===== config.mk =====
export PLATFORM = sky130hd
export DESIGN_NAME = hadir_top
export DESIGN_NICKNAME = d
export VERILOG_FILES = /design/src/rtl/hadir_pkg.sv /design/src/rtl/hadir_ltab.sv /design/src/rtl/hadir_policy.sv /design/src/rtl/hadir_top.sv
export SDC_FILE = /design/constraint.sdc
export NUM_CORES = 1
export LEC_CHECK = 0
export ABC_AREA = 1
export BUFFER_PORTS_ARGS = -buffer_cell sky130_fd_sc_hd__buf_2
export CORE_AREA = 2 2 100 102
export CTS_CLUSTER_SIZE = 30
export DETAILED_ROUTE_END_ITERATION = 12
export DIE_AREA = 0 0 102 104
export PLACE_DENSITY = 0.77
export RECOVER_POWER = 50
export SLEW_MARGIN = 20
export SYNTH_ARGS = -nofsm -noshare
export SYNTH_HDL_FRONTEND = slang
export SYNTH_SLANG_ARGS = --single-unit

===== constraint.sdc =====
create_clock -name clk_i -period 2.7 [get_ports clk_i]
set_input_delay 0.54 -clock clk_i [delete_from_list [all_inputs] [get_ports clk_i]]
set_output_delay 0.54 -clock clk_i [all_outputs]
set_load 0.005 [all_outputs]

===== src/rtl/hadir_pkg.sv =====
package hadir_pkg;
  typedef enum logic [1:0] {LS_I = 2'd0, LS_S = 2'd1, LS_E = 2'd2} lstate_e;
  typedef enum logic [2:0] {ST_IDLE, ST_RD, ST_SNP, ST_WR, ST_RSP} fsm_e;
  typedef struct packed {
    logic    snoop;
    logic    rewrite;
    lstate_e grant;
    logic    upd;
    lstate_e upd_st;
  } decision_t;
endpackage


===== src/rtl/hadir_ltab.sv =====
module hadir_ltab
  import hadir_pkg::*;
#(
  parameter int ADDR_W = 8,
  parameter int DEPTH  = 4
) (
  input  logic              clk_i,
  input  logic              rst_ni,
  input  logic [ADDR_W-1:0] addr_i,
  input  logic              upd_i,
  input  lstate_e           upd_st_i,
  output lstate_e           st_o
);
  localparam int IDX_W = $clog2(DEPTH);
  localparam int TAG_W = ADDR_W - IDX_W;

  lstate_e          st_q  [DEPTH];
  logic [TAG_W-1:0] tag_q [DEPTH];

  logic [IDX_W-1:0] idx;
  logic [TAG_W-1:0] tag;
  assign idx = addr_i[IDX_W-1:0];
  assign tag = addr_i[ADDR_W-1:IDX_W];

  always_ff @(posedge clk_i or negedge rst_ni) begin
    if (!rst_ni) begin
      for (int i = 0; i < DEPTH; i++) begin
        st_q[i]  <= LS_I;
        tag_q[i] <= '0;
      end
    end else if (upd_i) begin
      st_q[idx]  <= upd_st_i;
      tag_q[idx] <= tag;
    end
  end

  assign st_o = (tag_q[idx] == tag) ? st_q[idx] : LS_I;
endmodule


===== src/rtl/hadir_policy.sv =====
module hadir_policy
  import hadir_pkg::*;
(
  input  logic      remote_i,
  input  logic      hint_i,
  input  logic      dir_i,
  input  lstate_e   lst_i,
  output decision_t dec_o
);
  always_comb begin
    dec_o = '{snoop: 1'b0, rewrite: 1'b0, grant: LS_S, upd: 1'b0, upd_st: LS_I};
    if (!remote_i) begin
      dec_o.grant  = dir_i ? LS_S : LS_E;
      dec_o.upd    = 1'b1;
      dec_o.upd_st = dir_i ? LS_S : LS_E;
    end else if (lst_i == LS_E) begin
      // downgrade local owner, share with remote
      dec_o.snoop  = 1'b1;
      dec_o.upd    = 1'b1;
      dec_o.upd_st = LS_S;
    end else if (!hint_i && lst_i != LS_S) begin
      dec_o.grant   = LS_E;
      dec_o.rewrite = !dir_i;
    end
  end
endmodule


===== src/rtl/hadir_top.sv =====
module hadir_top
  import hadir_pkg::*;
#(
  parameter int ADDR_W = 8,
  parameter int LINE_W = 32,
  parameter int DEPTH  = 4,
  parameter int CNT_W  = 16
) (
  input  logic              clk_i,
  input  logic              rst_ni,
  input  logic              req_valid_i,
  output logic              req_ready_o,
  input  logic              req_remote_i,
  input  logic [ADDR_W-1:0] req_addr_i,
  input  logic              req_shared_i,
  output logic              rsp_valid_o,
  output logic              rsp_remote_o,
  output logic [1:0]        rsp_state_o,
  output logic [LINE_W-1:0] rsp_data_o,
  output logic              snp_valid_o,
  output logic [ADDR_W-1:0] snp_addr_o,
  input  logic              snp_ack_i,
  output logic              mem_req_o,
  output logic              mem_we_o,
  output logic [ADDR_W-1:0] mem_addr_o,
  output logic [LINE_W-1:0] mem_wdata_o,
  output logic              mem_wdir_o,
  input  logic              mem_ack_i,
  input  logic [LINE_W-1:0] mem_rdata_i,
  input  logic              mem_rdir_i,
  output logic [CNT_W-1:0]  rewrite_cnt_o
);
  fsm_e              st_q, st_d;
  logic              remote_q, hint_q;
  logic [ADDR_W-1:0] addr_q;
  logic [LINE_W-1:0] data_q;
  decision_t         dec_q, dec;
  lstate_e           lst;
  logic [CNT_W-1:0]  cnt_q;
  logic              rd_done;

  assign rd_done = (st_q == ST_RD) && mem_ack_i;

  hadir_ltab #(.ADDR_W(ADDR_W), .DEPTH(DEPTH)) i_ltab (
    .clk_i    (clk_i),
    .rst_ni   (rst_ni),
    .addr_i   (addr_q),
    .upd_i    (rd_done && dec.upd),
    .upd_st_i (dec.upd_st),
    .st_o     (lst)
  );

  hadir_policy i_policy (
    .remote_i (remote_q),
    .hint_i   (hint_q),
    .dir_i    (mem_rdir_i),
    .lst_i    (lst),
    .dec_o    (dec)
  );

  always_comb begin
    st_d = st_q;
    unique case (st_q)
      ST_IDLE: if (req_valid_i) st_d = ST_RD;
      ST_RD:   if (mem_ack_i)
                 st_d = dec.snoop ? ST_SNP : (dec.rewrite ? ST_WR : ST_RSP);
      ST_SNP:  if (snp_ack_i) st_d = dec_q.rewrite ? ST_WR : ST_RSP;
      ST_WR:   if (mem_ack_i) st_d = ST_RSP;
      ST_RSP:  st_d = ST_IDLE;
      default: st_d = ST_IDLE;
    endcase
  end

  always_ff @(posedge clk_i or negedge rst_ni) begin
    if (!rst_ni) begin
      st_q     <= ST_IDLE;
      remote_q <= 1'b0;
      hint_q   <= 1'b0;
      addr_q   <= '0;
      data_q   <= '0;
      dec_q    <= '0;
      cnt_q    <= '0;
    end else begin
      st_q <= st_d;
      if (st_q == ST_IDLE && req_valid_i) begin
        remote_q <= req_remote_i;
        hint_q   <= req_shared_i;
        addr_q   <= req_addr_i;
      end
      if (rd_done) begin
        data_q <= mem_rdata_i;
        dec_q  <= dec;
      end
      if (st_q == ST_WR && mem_ack_i) cnt_q <= cnt_q + 1'b1;
    end
  end

  assign req_ready_o   = (st_q == ST_IDLE);
  assign rsp_valid_o   = (st_q == ST_RSP);
  assign rsp_remote_o  = remote_q;
  assign rsp_state_o   = dec_q.grant;
  assign rsp_data_o    = data_q;
  assign snp_valid_o   = (st_q == ST_SNP);
  assign snp_addr_o    = addr_q;
  assign mem_req_o     = (st_q == ST_RD) || (st_q == ST_WR);
  assign mem_we_o      = (st_q == ST_WR);
  assign mem_addr_o    = addr_q;
  assign mem_wdata_o   = data_q;
  assign mem_wdir_o    = (st_q == ST_WR);
  assign rewrite_cnt_o = cnt_q;
endmodule


# Word level (Yosys, flattened, before mapping)
# Cells that the tools add are included.
word_totals:
  output_inout_bits: 105
  reg_bits: 96
  in_bits: 48
  word_cells: 70
op_classes:
  eq_ne: 11
  bitwise: 1
  n_addsub: 1
  reduce_logical: 11
  muxes: 28
  magnitude_cmp: 2
ops:
  columns: ["operator", "n"]
  rows:
  - ["$mux W3", 10]
  - ["$bwmux W24", 1]
  - ["$mux W6", 3]
  - ["$add A16 B1 Y16 const B", 1]
  - ["$bmux W6 S2", 1]
  - ["$demux W6 S2", 1]
  - ["$mux W2", 6]
  - ["$pmux W3 S4", 1]
  - ["$bwmux W8", 1]
  - ["$eq A3 B2 Y1 const B", 2]
  - ["$eq A6 B6 Y1", 1]
  - ["$logic_and A1 B1 Y1", 6]
  - ["$ne A2 B1 Y1 const B", 3]
  - ["$mux W5", 1]
  - ["$bmux W2 S2", 1]
  - ["$demux W2 S2", 1]
  - ["$ne A2 B2 Y1 const B", 2]
  - ["$reduce_and A4 Y1", 1]
  - ["$eq A3 B1 Y1 const B", 1]
  - ["$eq A3 B3 Y1 const B", 1]
  - ["$ge A3 B3 Y1 const B", 1]
  - ["$logic_not A3 Y1", 1]
  - ["$lt A3 B1 Y1 const B", 1]
  - ["$not A2 Y3", 1]
  - ["other kinds (4)", 5]

# Depth between registers and ports, before layout
# Gate-level depths: netlist of run 1.
depth:
  word_depth: 15
  mapped_depth: 19
  mapped_depth_nobuf: 17

# Cells and area by module
# From an unflattened synthesis of run 1, not the netlist that was laid out.
unflattened:
  cells_unflattened: 622
  area_unflattened_um2: 4847.1
by_module_without_submodules:
  columns: ["mod", "n_inst", "cells_each", "seq_area_each_um2", "area_per_inst_um2"]
  rows:
  - ["hadir_top", 1, 393, 1601.5, 3214.3]
  - ["hadir_ltab", 1, 210, 800.8, 1552.7]
  - ["hadir_policy", 1, 19, 0.0, 80.1]

# Worst setup path before layout of run 1
# No wires, ideal clock.
synth_timing:
  kind: "register to register"
  startpoint: "register addr_q[0] (netlist: mem_addr_o[0])"
  endpoint: "register i_ltab.tag_q[20] (netlist name)"
  path_buffers: 2
  arrival_ns: 1.839
  setup_time_ns: 0.122
  required_ns: 2.578
  path_stages_with_launch: 19
  period_less_slack_ns: 1.961
  path_slack_ns: 0.739
  path_cell_list: "dfrtp_1 -> buf_6 -> inv_2 -> nand2_1 -> nand2_1 -> nand2_1 -> nand2_1 -> nand2_1 -> nand2_1 -> nand2_1 -> nor2_2 -> nand4_2 -> nand2_2 -> nand2_4 -> nor2_4 -> inv_2 -> buf_6 -> nand2_1 -> o21ai_2"
synth_via:
  elab_chain_len: 10
  word_cells_on_any_way: 19
  cone_classes: "2 x order compare; 2 x eq/ne; 12 x mux; 1 x bitwise; 2 x reduce/logical"
synth_rtl:
  columns: ["element", "line", "rtl"]
  rows:
  - ["from (decl)", "hadir_top.sv:35", "logic [ADDR_W-1:0] addr_q;"]
  - ["from (signal assigned)", "hadir_top.sv:88", "addr_q <= req_addr_i;"]
  - ["$not A2 Y3 (implied by the code) *", "hadir_ltab.sv:33, hadir_ltab.sv:37", null]
  - ["$bmux W6 S2", "hadir_ltab.sv:37", "assign st_o = (tag_q[idx] == tag) ? st_q[idx] : LS_I;"]
  - ["$mux W6 (implied by the code) (2 in series)", "hadir_ltab.sv:37", null]
  - ["$eq A6 B6 Y1", "hadir_ltab.sv:37", null]
  - ["$mux W2", "hadir_ltab.sv:37", null]
  - ["$eq A2 B2 Y1", "hadir_policy.sv:16", "end else if (lst_i == LS_E) begin"]
  - ["$mux W3", "hadir_policy.sv:16", null]
  - ["$mux W5", "hadir_policy.sv:12", "if (!remote_i) begin"]
  - ["$logic_and A1 B1 Y1", "hadir_top.sv:48", ".upd_i (rd_done && dec.upd),"]
  - ["to (signal, indexed assignment)", "hadir_ltab.sv:33", "tag_q[idx] <= tag;"]
  - ["to (decl)", "hadir_ltab.sv:18", "logic [TAG_W-1:0] tag_q [DEPTH];"]
# Mark *: on every way between the ends. The rest lies on a longest branch, timed or not. The select of a mux whose other input is x is not followed.
# A chain may end at the register's enable or synchronous reset.

# Worst setup path in the final report of run 1
layout_timing:
  startpoint: "register addr_q[1] (netlist: mem_addr_o[1])"
  endpoint: "register i_ltab.tag_q[0] (netlist name)"
# Same word-level chain as after synthesis.

==> results of run 1 <==
-- cells in the final DEF, fill, tap and decap left out, types with 3 or more instances in the layout --
master	n
nand2_1	215
nor2_1	30
a21oi_1	16
nor2_2	4
nor3_1	5
o21a_1	5
inv_2	5
dfrtp_1	95
inv_1	31
buf_4	4
o21ai_2	8
nand3_1	16
nor2_4	4
clkinv_4	3
buf_2	133
clkbuf_1	20
clkbuf_8	11
nand4_1	4
xor2_1	8
o21ai_0	13
o21ai_1	9
xnor2_1	7
-- cell usage after synthesis, drive strengths merged --
library cell  number  area, um^2
o211ai             1        7.51
nand2            219         842
ha                 1        12.5
o21a               5        37.5
o221ai             1        8.76
nor3b              1        7.51
clkbuf             8        30.0
nor2              38         185
a21oi             16        80.1
nand4              5        37.5
dfrtp             96        2400
inv               37         141
mux2               1        11.3
nand3             16        80.1
buf               48         383
clkinv             1        3.75
o21ai             30         180
a211oi             1        7.51
xor2               8        70.1
xnor2              7        61.3
nor3               5        25.0
-- sequential cells by signal, indices dropped and copies added (netlist names) --
register,count
rsp_remote_o,1
i_ltab.st_q,8
mem_wdata_o,32
mem_addr_o,8
dec_q,1
rsp_state_o,2
st_q,3
rewrite_cnt_o,16
hint_q,1
i_ltab.tag_q,24
-- final cells by class --
type	instances	area, um^2
fillers	927	4220
flip-flops and latches	96	2400
multi-input cells	355	1650
repair buffers	157	771
well taps	133	166
clock buffers	11	151
inverters	38	145
clock inverters	5	41.3
-- metrics by stage --
step           utilization [%]  std cells
6_report                  55.8        795
5_1_grt                   55.8        795
4_1_cts                   56.1        795
3_5_place_dp              54.1        779
3_3_place_gp              54.1        779
2_1_floorplan                -        545
-- metal layers --
layer  up-vias  share of wire, %  GRT usage [%]
met1      1853                43           27.6
met3        13               4.7           2.69
met2       113                51           35.6
met5         -                 0              0
met4         0               1.5           8.29
li1       1884                 -              -
-- critical path: cells and delay by family, from the launching register on --
kind	cells	cell delay (ps)
AOI/OAI and AO/OA	2	250
buffers and inverters	2	240
DFF	1	620
and+or+nand+nor	11	1170
-- cells by family after synthesis --
family / count (synthesis) / share of synthesized area, %
XOR/XNOR: 15 / 2.85
AND/OR/NAND/NOR: 284 / 25.5
adder cells (fa/ha/maj): 1 / 0.271
flip-flops: 96 / 52.1
multiplexers: 1 / 0.244
AO/OA/AOI/OAI: 54 / 6.97
buffers and inverters: 94 / 12.1
-- worst max path at each step --
stage,to,slack [ps]
2_1_floorplan,i_ltab.tag_q[20],740
3_3_place_gp,i_ltab.tag_q[21],390
3_5_place_dp,i_ltab.tag_q[0],150
4_1_cts,i_ltab.tag_q[0],110
5_1_grt,mem_addr_o[0],70
6_report,i_ltab.tag_q[0],290
-- timing repair --
action,4_1_cts,5_1_grt
gates resized for setup,0,1
endpoints found under the hold margin,0,0
setup endpoints to repair,0,32
-- power by group through the flow --
| stage | combinational (mW) | clock (mW) | sequential, mW |
|---|---|---|---|
| 3_5_place_dp | 2.32 | 0 | 2.50 |
| 2_1_floorplan | 1.79 | 0 | 2.38 |
| 3_3_place_gp | 2.24 | 0 | 2.47 |
| 4_1_cts | 2.33 | 0.924 | 2.48 |
| 5_1_grt | 2.58 | 0.988 | 2.56 |
| 6_report | 2.28 | 0.893 | 2.50 |
==> out/qor.txt, run 1 <==
status = finished with violations
violated checks = capacitance limit, slew limit
Starting Density = 48.3%
Die H = 104 um
setup fix buffers added after clock tree synthesis = 0
Synth Register Bits = 96
Setup crit start = mem_addr_o[1]
Layout Nets = 706
startpoint types = flip-flop
Power Density = 1060 nW/um^2
Synthesized Nets = 594
final worst slack = 294 ps
CP endpoint kind = flip-flop
combinational share of power = 40.3%
Die ar. = 10600 um^2
gr ovfl total = 0
Hold Slack = 367 ps
worst r2r path cells = 15
Vias = 3863
internal power = 3.31 mW
total design power = 5.67 mW
Post-DP Area = 5170 um^2
initial drt markers = 255
Peak VDD IR = 0.447 mV
hold_sp = mem_rdata_i[21]
GRT Resource Usage Total = 21.2%
CTS max path bufs = 2
CP dominant cell by count = nand2_1
synthesized instance count = 545
unrepaired setup endpoints after global routing = false
row cnt = 36
largest net degree at the start of global routing = 43
final worst path period share = 89.1%
max_cap viols = 1
Crit path required time = 2940 ps
reg2reg setup slack = 290 ps
# DRC = 0
Worst Skew = 11.7 ps
CP max stage cell = dfrtp_1
CP Cell Sequence = inv_4 -> nand2_4 -> nor2_1 -> a21oi_1 -> nand2_1 -> nand2_1 -> nand2_1 -> nor2_2 -> nand4_2 -> nand2_2 -> nand2_4 -> nor2_4 -> inv_2 -> nand2_1 -> o21ai_1
R2R Path Start = mem_addr_o[1]
CP max FO = 10
Fmax = 416 MHz
later-pin clock latency in the skew report = 360 ps
Setup WS pre-CTS = 146 ps
min Tclk post-route = 2410 ps
global-route wire length before repair = 17800 um
diode count = 0
via/cell ratio = 4.86
number of buffers created by CTS = 9
Ports = 153
Clk network pwr share = 15.7%
WL/cell = 13.7 um
root buf cell = clkbuf_8
P_leak = 2.95 nW
layout cells sized above 1 = 27.5%
Slew headroom = -47.1%
Critical R2R Capture = i_ltab.tag_q[0]
vias in the first global route = 3646
TNS Setup = 0 ps
yosys warns = 0
worst slew pin tran = 2210 ps
PortBufs = 152
Hold WC Path Type = in2reg
antenna violations before repair = 0
dpl hpwl = 8110 um
critical path class = reg2reg
Final Wtd Congestion = 0.877
Final Cell Area = 5330 um^2
Sw Ratio = 41.6%
drt total wl = 10900 um
Seq/Total Area, Yosys = 52.1%
Layout area overhead = 15.5%
NetSw = 2.36 mW
clk sinks = 96
final setup vio count = 0
crit-path max cell delay = 620 ps
Clk pin slew, worst setup/hold paths = 100 ps
post-route ant nets = 0
Hold Fails Final Rpt = 0
Netlist cell types = 32
CTS HTree Levels = 3
Reg power frac = 44.0%
total iterations of the first detailed-routing run = 5
Hold Buf Count CTS = 0
Hold EP = mem_wdata_o[21]
Worst Hold Path Cells = 3
TritonCTS clock tree = yes
Mean Syn Cell Area = 8.47 um^2
Final Slew Violations = 43
post-synthesis cell area = 4610 um^2
core area = 9550 um^2
Worst EP arrival = 2650 ps
die width = 102 um
(Power assumes the default switching activity.)
==> inputs of run 2 (changes only) <==
--- a/config.mk
+++ b/config.mk
@@ -11,6 +11,7 @@
 export CTS_CLUSTER_SIZE = 30
 export DETAILED_ROUTE_END_ITERATION = 12
 export DIE_AREA = 0 0 102 104
+export GPL_TIMING_DRIVEN = 0
 export PLACE_DENSITY = 0.77
 export RECOVER_POWER = 50
 export SLEW_MARGIN = 20
==> run 2 against run 1 <==
Compared with the run above: the run now ends clean; fmax is 2.1% higher; clock power rose by 8.2%; cell count rose by 6.5%; sequential cell count unchanged; clock skew fell by 2.4 ps; register-to-register slack improved by 50 ps; core utilization up 4.2 points; critical endpoint is now i_ltab.tag_q[21].
==> out/qor.txt, run 2 (synthesis gave the netlist of run 1 again) <==
Vias = 3967
most frequent cells in the layout = nand2_1 (215), buf_2 (136), dfrtp_1 (96)
Setup WS pre-CTS = 348 ps
WL/cell = 12.7 um
Worst EP arrival = 2610 ps
area of the multi-input gates = 1650 um^2
min Tclk post-route = 2360 ps
unrepaired setup endpoints after global routing = false
max reg flops = 32
largest net degree at the start of global routing = 51
post-route ant nets = 0
Layout Nets = 758
NetSw = 2.39 mW
die width = 102 um
internal power = 3.77 mW
max_cap viols = 0
reg2reg setup slack = 340 ps
CP max FO = 10
core area = 9550 um^2
startpoint types = flip-flop
Die ar. = 10600 um^2
P_leak = 3.20 nW
Final Slew Violations = 0
Die H = 104 um
critical path class = reg2reg
gr ovfl total = 0
Final Core Density = 60.0%
diode count = 0
Final Wtd Congestion = 0.828
Reg power frac = 39.2%
Finished Layout Cells = 847
Slew headroom = 17.8%
Hold Fails Final Rpt = 0
final worst path period share = 87.3%
Hold Slack = 367 ps
final setup vio count = 0
Ports = 153
GRT Resource Usage Total = 21.4%
Post-DP Area = 5580 um^2
CTS max path bufs = 2
TNS Setup = 0 ps
TritonCTS clock tree = yes
row cnt = 36
Worst Skew = 9.28 ps
total design power = 6.15 mW
initial drt markers = 216
number of buffers created by CTS = 9
Sw Ratio = 38.8%
PortBufs = 152
global-route wire length before repair = 18200 um
layout cells sized above 1 = 32.2%
Crit path required time = 2960 ps
Clk pin slew, worst setup/hold paths = 90 ps
Fmax = 424 MHz
status = finished clean
cts repair resizes = 0
final worst slack = 343 ps
Power Density = 1070 nW/um^2
commonest non-fill, non-tap cell in the layout = nand2_1
placed insts = 831
vias in the first global route = 3932
Hold Buf Count CTS = 0
dpl hpwl = 8140 um
Clk network pwr share = 15.7%
Hold WC Path Type = in2reg
worst slew pin tran = 1230 ps
# DRC = 0
combinational share of power = 45.1%
antenna violations before repair = 0
Peak VDD IR = 0.507 mV
setup fix buffers added after clock tree synthesis = 0
root buf cell = clkbuf_8
CTS HTree Levels = 3
register area = 2400 um^2
clk sinks = 96
via/cell ratio = 4.68
later-pin clock latency in the skew report = 360 ps
CP endpoint kind = flip-flop
Starting Density = 48.3%
Final Cell Area = 5730 um^2
total iterations of the first detailed-routing run = 4
fillers = 900
Layout area overhead = 24.2%
drt total wl = 10700 um
-- run 2: cell types whose count changed in the layout (fill, tap and decap cells not counted), sizes merged --
| cell | previous run | this run |
|---|---|---|
| inv | 37 | 38 |
| buf | 137 | 184 |
| clkbuf | 31 | 35 |
| bufinv | 0 | 1 |
| clkinv | 4 | 3 |
-- run 2: worst max-delay path, stage by stage, from the launching register on --
cell     delay (ps)
dfrtp_1         420
buf_6           160
inv_4           130
nor2_2           80
a21oi_1         160
nand2_1          70
nand2_1          70
nand2_1          80
nor2_2          200
nand4_2         150
nand2_2         130
nand2_4         100
nor2_4          140
inv_2            70
buf_6           150
nand2_1          80
o21ai_2          50
-- run 2: area by class of cell --
type	count	area share [%]
clock inverters	6	1.18
inverters	38	2.53
repair buffers	153	13.0
plain buffers	56	7.21
well taps	133	2.90
flip-flops and latches	96	41.9
clock buffers	10	2.40
multi-input cells	355	28.8
-- run 2: worst paths after layout --
path                                  from                 to  depth (start not counted)
max                          mem_addr_o[1]   i_ltab.tag_q[21]                         16
min                        mem_rdata_i[12]    mem_wdata_o[12]                          3
max reg2reg                  mem_addr_o[1]   i_ltab.tag_q[21]                         16
min reg2reg                 i_ltab.st_q[1]     i_ltab.st_q[1]                          2
max in group asynchronous           rst_ni     mem_wdata_o[2]                          2
min in group asynchronous           rst_ni  rewrite_cnt_o[14]                          1
-- run 2: power by group through the flow --
| stage | sequential [mW] | clock, mW | combinational (mW) |
|---|---|---|---|
| floorplan | 2.38 | 0 | 1.79 |
| global placement | 2.41 | 0 | 2.73 |
| detailed placement | 2.44 | 0 | 2.83 |
| CTS | 2.41 | 0.997 | 2.83 |
| global route | 2.49 | 1.06 | 3.14 |
| finish | 2.41 | 0.966 | 2.77 |
-- run 2: metal layers --
metal	up-vias	global-route usage, %	share of wire [%]
li1	1981	-	-
met1	1884	27.2	42
met2	89	36.5	52
met3	13	3.90	4.3
met4	0	7.24	1.5
met5	-	0	0
==> inputs of run 3 (changes only) <==
--- a/config.mk
+++ b/config.mk
@@ -7,14 +7,16 @@
 export LEC_CHECK = 0
 export ABC_AREA = 1
 export BUFFER_PORTS_ARGS = -buffer_cell sky130_fd_sc_hd__buf_2
-export CORE_AREA = 2 2 100 102
+export CORE_AREA = 2 2 102 104
+export CTS_BUF_LIST = sky130_fd_sc_hd__clkbuf_8
 export CTS_CLUSTER_SIZE = 30
 export DETAILED_ROUTE_END_ITERATION = 12
-export DIE_AREA = 0 0 102 104
+export DIE_AREA = 0 0 104 106
 export GPL_TIMING_DRIVEN = 0
 export PLACE_DENSITY = 0.77
 export RECOVER_POWER = 50
 export SLEW_MARGIN = 20
 export SYNTH_ARGS = -nofsm -noshare
 export SYNTH_HDL_FRONTEND = slang
+export SYNTH_HIERARCHICAL = 1
 export SYNTH_SLANG_ARGS = --single-unit
==> run 3 against run 2 <==
Compared with the run above: the flow now finishes with violations (capacitance limit, slew limit); setup slack worse by 200 ps; clock skew up 3.7 ps; global-route usage down 0.22 points; design area up 6.1%; synthesized cell count up 14%; total power up 3.0%; combinational power up 6%; clock power about the same; sequential power about the same; via count up 15%; first-iteration DRC count up 8.3%; non-clock buffer count up 11; critical path type unchanged; largest cell class unchanged; highest routed layer unchanged.
==> out/qor.txt, run 3 <==
most frequent cells in the layout = nand2_1 (251), buf_2 (154), dfrtp_1 (96)
Ports = 153
violated checks = capacitance limit, slew limit
ys async rst share = 100%
Finished Layout Cells = 929
Vias = 4555
fillers = 919
root buf cell = clkbuf_8
crit-path max cell delay = 400 ps
max reg flops = 32
most area-hungry cell type in the Yosys netlist = dfrtp_1
share of the synthesized area in the top cell type = 49.6%
Setup WS pre-CTS = -240 ps
diode count = 0
register area = 2400 um^2
GRT Resource Usage Total = 21.2%
Worst EP arrival = 2780 ps
CP dominant cell by count = nand2_1
CP Cell Sequence = buf_6 -> buf_4 -> nand2_1 -> nand2_1 -> nand2_1 -> nand2_1 -> nand2_1 -> nand2_1 -> nor2_2 -> nand3_2 -> nor2_4 -> nand2_1 -> nand2_1 -> inv_1 -> nor2_4 -> buf_12 -> nand2_4 -> buf_4 -> nand2_1 -> o21ai_0
die width = 104 um
P_leak = 3.52 nW
later-pin clock latency in the skew report = 360 ps
Final Wtd Congestion = 0.850
CTS max path bufs = 2
Peak VDD IR = 0.505 mV
Crit path required time = 2930 ps
worst slew pin tran = 1620 ps
gr ovfl total = 0
# DRC = 0
total iterations of the first detailed-routing run = 5
post-synthesis cell area = 4850 um^2
Hold WC Path Type = in2reg
core area = 10000 um^2
synthesized instance count = 622
Worst Skew = 13.0 ps
vias in the first global route = 4307
Die H = 106 um
layout cells sized above 1 = 30.4%
hold_sp = mem_rdata_i[10]
Mean Syn Cell Area = 7.79 um^2
dominant cells by area after synthesis = dfrtp_1 (50%), nand2_1 (20%), buf_4 (7.6%)
WL/cell = 12.6 um
global-route wire length before repair = 19300 um
CP endpoint kind = flip-flop
most common cell in the netlist = nand2_1
final worst slack = 144 ps
critical path class = reg2reg
commonest non-fill, non-tap cell in the layout = nand2_1
max_cap viols = 1
initial drt markers = 234
Synth Flop Type = dfrtp_1
Layout Nets = 838
R2R Path Start = mem_addr_o[0]
PortBufs = 152
yosys warns = 6
top cells by count, synth = nand2_1 (253), dfrtp_1 (96), nand3_1 (63), buf_4 (49), inv_1 (39)
largest net degree at the start of global routing = 69
startpoint types = flip-flop
Synth Register Bits = 96
status = finished with violations
Synthesized Nets = 671
number of synthesized flops with an enable pin = 0
Power Density = 1040 nW/um^2
clk sinks = 96
via/cell ratio = 4.90
Seq/Total Area, Yosys = 49.6%
Setup crit start = mem_addr_o[0]
post-route ant nets = 0
CTS HTree Levels = 3
family with the most delay on the worst path = simple AND/OR/NAND/NOR gates
Buf+Inv Stages, Crit Path = 5
Netlist cell types = 29
row cnt = 37
Slew headroom = -7.92%
min Tclk post-route = 2560 ps
CP max stage cell = dfrtp_1
drt total wl = 11700 um
Final Slew Violations = 29
final worst path period share = 94.7%
TritonCTS clock tree = yes
Fmax = 391 MHz
Layout area overhead = 25.5%
Die ar. = 11000 um^2
placed insts = 911
Starting Density = 48.5%
Hold Fails Final Rpt = 0
CP max FO = 10
antenna violations before repair = 0
Clk pin slew, worst setup/hold paths = 100 ps
final setup vio count = 0
number of buffers created by CTS = 9
area of the multi-input gates = 1880 um^2
dpl hpwl = 8750 um
[run 3: final timing paths]
check | endpoint | slack [ps] | cells past startpoint
setup / recovery | i_ltab/tag_q[9] | 140 | 20
hold / removal | mem_wdata_o[10] | 410 | 3
setup reg to reg | i_ltab/tag_q[9] | 140 | 20
hold reg to reg | i_ltab/tag_q[13] | 490 | 2
max in group asynchronous | rewrite_cnt_o[8] | 1080 | 2
min in group asynchronous | rewrite_cnt_o[1] | 580 | 1
[run 3: cell families (layout without fill, tap and decap cells)]
group	after synthesis	in the layout	synth area share (%)
AOI/OAI and AO/OA	44	44	4.75
DFF	96	96	49.6
xor gates and xnor gates	7	7	1.26
and+or+nand+nor	368	368	31.6
buffers and inverters	106	277	12.5
adders and majority gates	1	1	0.258
[run 3: final cells by class]
class / instances / area share, %
Clock buffer: 9 / 2.04
Buffer: 64 / 7.33
Timing Repair Buffer: 156 / 13.5
Tap cell: 136 / 2.80
Clock inverter: 6 / 1.40
Multi-Input combinational cell: 420 / 30.8
Sequential cell: 96 / 39.5
Inverter: 42 / 2.61
[run 3: through the flow]
step	power (mW)	hold WS (ps)	setup TNS, ps	util (%)	area, um^2
detailed placement	5.27	428	-5550	58.1	5810
finish	6.34	409	0	60.8	6080
global route	6.86	406	-306	60.8	6080
CTS	6.30	43.2	0	60.4	6040
floorplan	4.15	244	0	-	4850
global placement	5.15	456	-1920	57.8	5780
[run 3: worst min-delay path, cell delays in order]
cell and delay, ps:
buf_2 80, nand3_1 60, nand2_1 60
[run 3: what timing repair did]
item / 4_1_cts / 5_1_grt
setup buffers: 0 / 3
gates cloned: 0 / 0
setup endpoints to repair: 32 / 34
hold buffers: 0 / 0
resized for setup: 9 / 21
pin swaps: 0 / 3
endpoints found under the hold margin: 0 / 0
[run 3: layer usage]
| metal | track usage (%) | part of all wire, % | up-vias |
|---|---|---|---|
| li1 | - | - | 2247 |
| met1 | 26.4 | 42 | 2174 |
| met2 | 38.2 | 51 | 124 |
| met3 | 4.23 | 5.7 | 10 |
| met4 | 4.83 | 0.90 | 0 |
| met5 | 0 | 0 | - |
[run 3: where the power goes]
part | internal, mW | total, mW | switching (mW)
Clock | 0.516 | 1.00 | 0.486
Sequential | 1.98 | 2.41 | 0.429
Combinational | 1.37 | 2.93 | 1.56
Total | 3.86 | 6.34 | 2.48
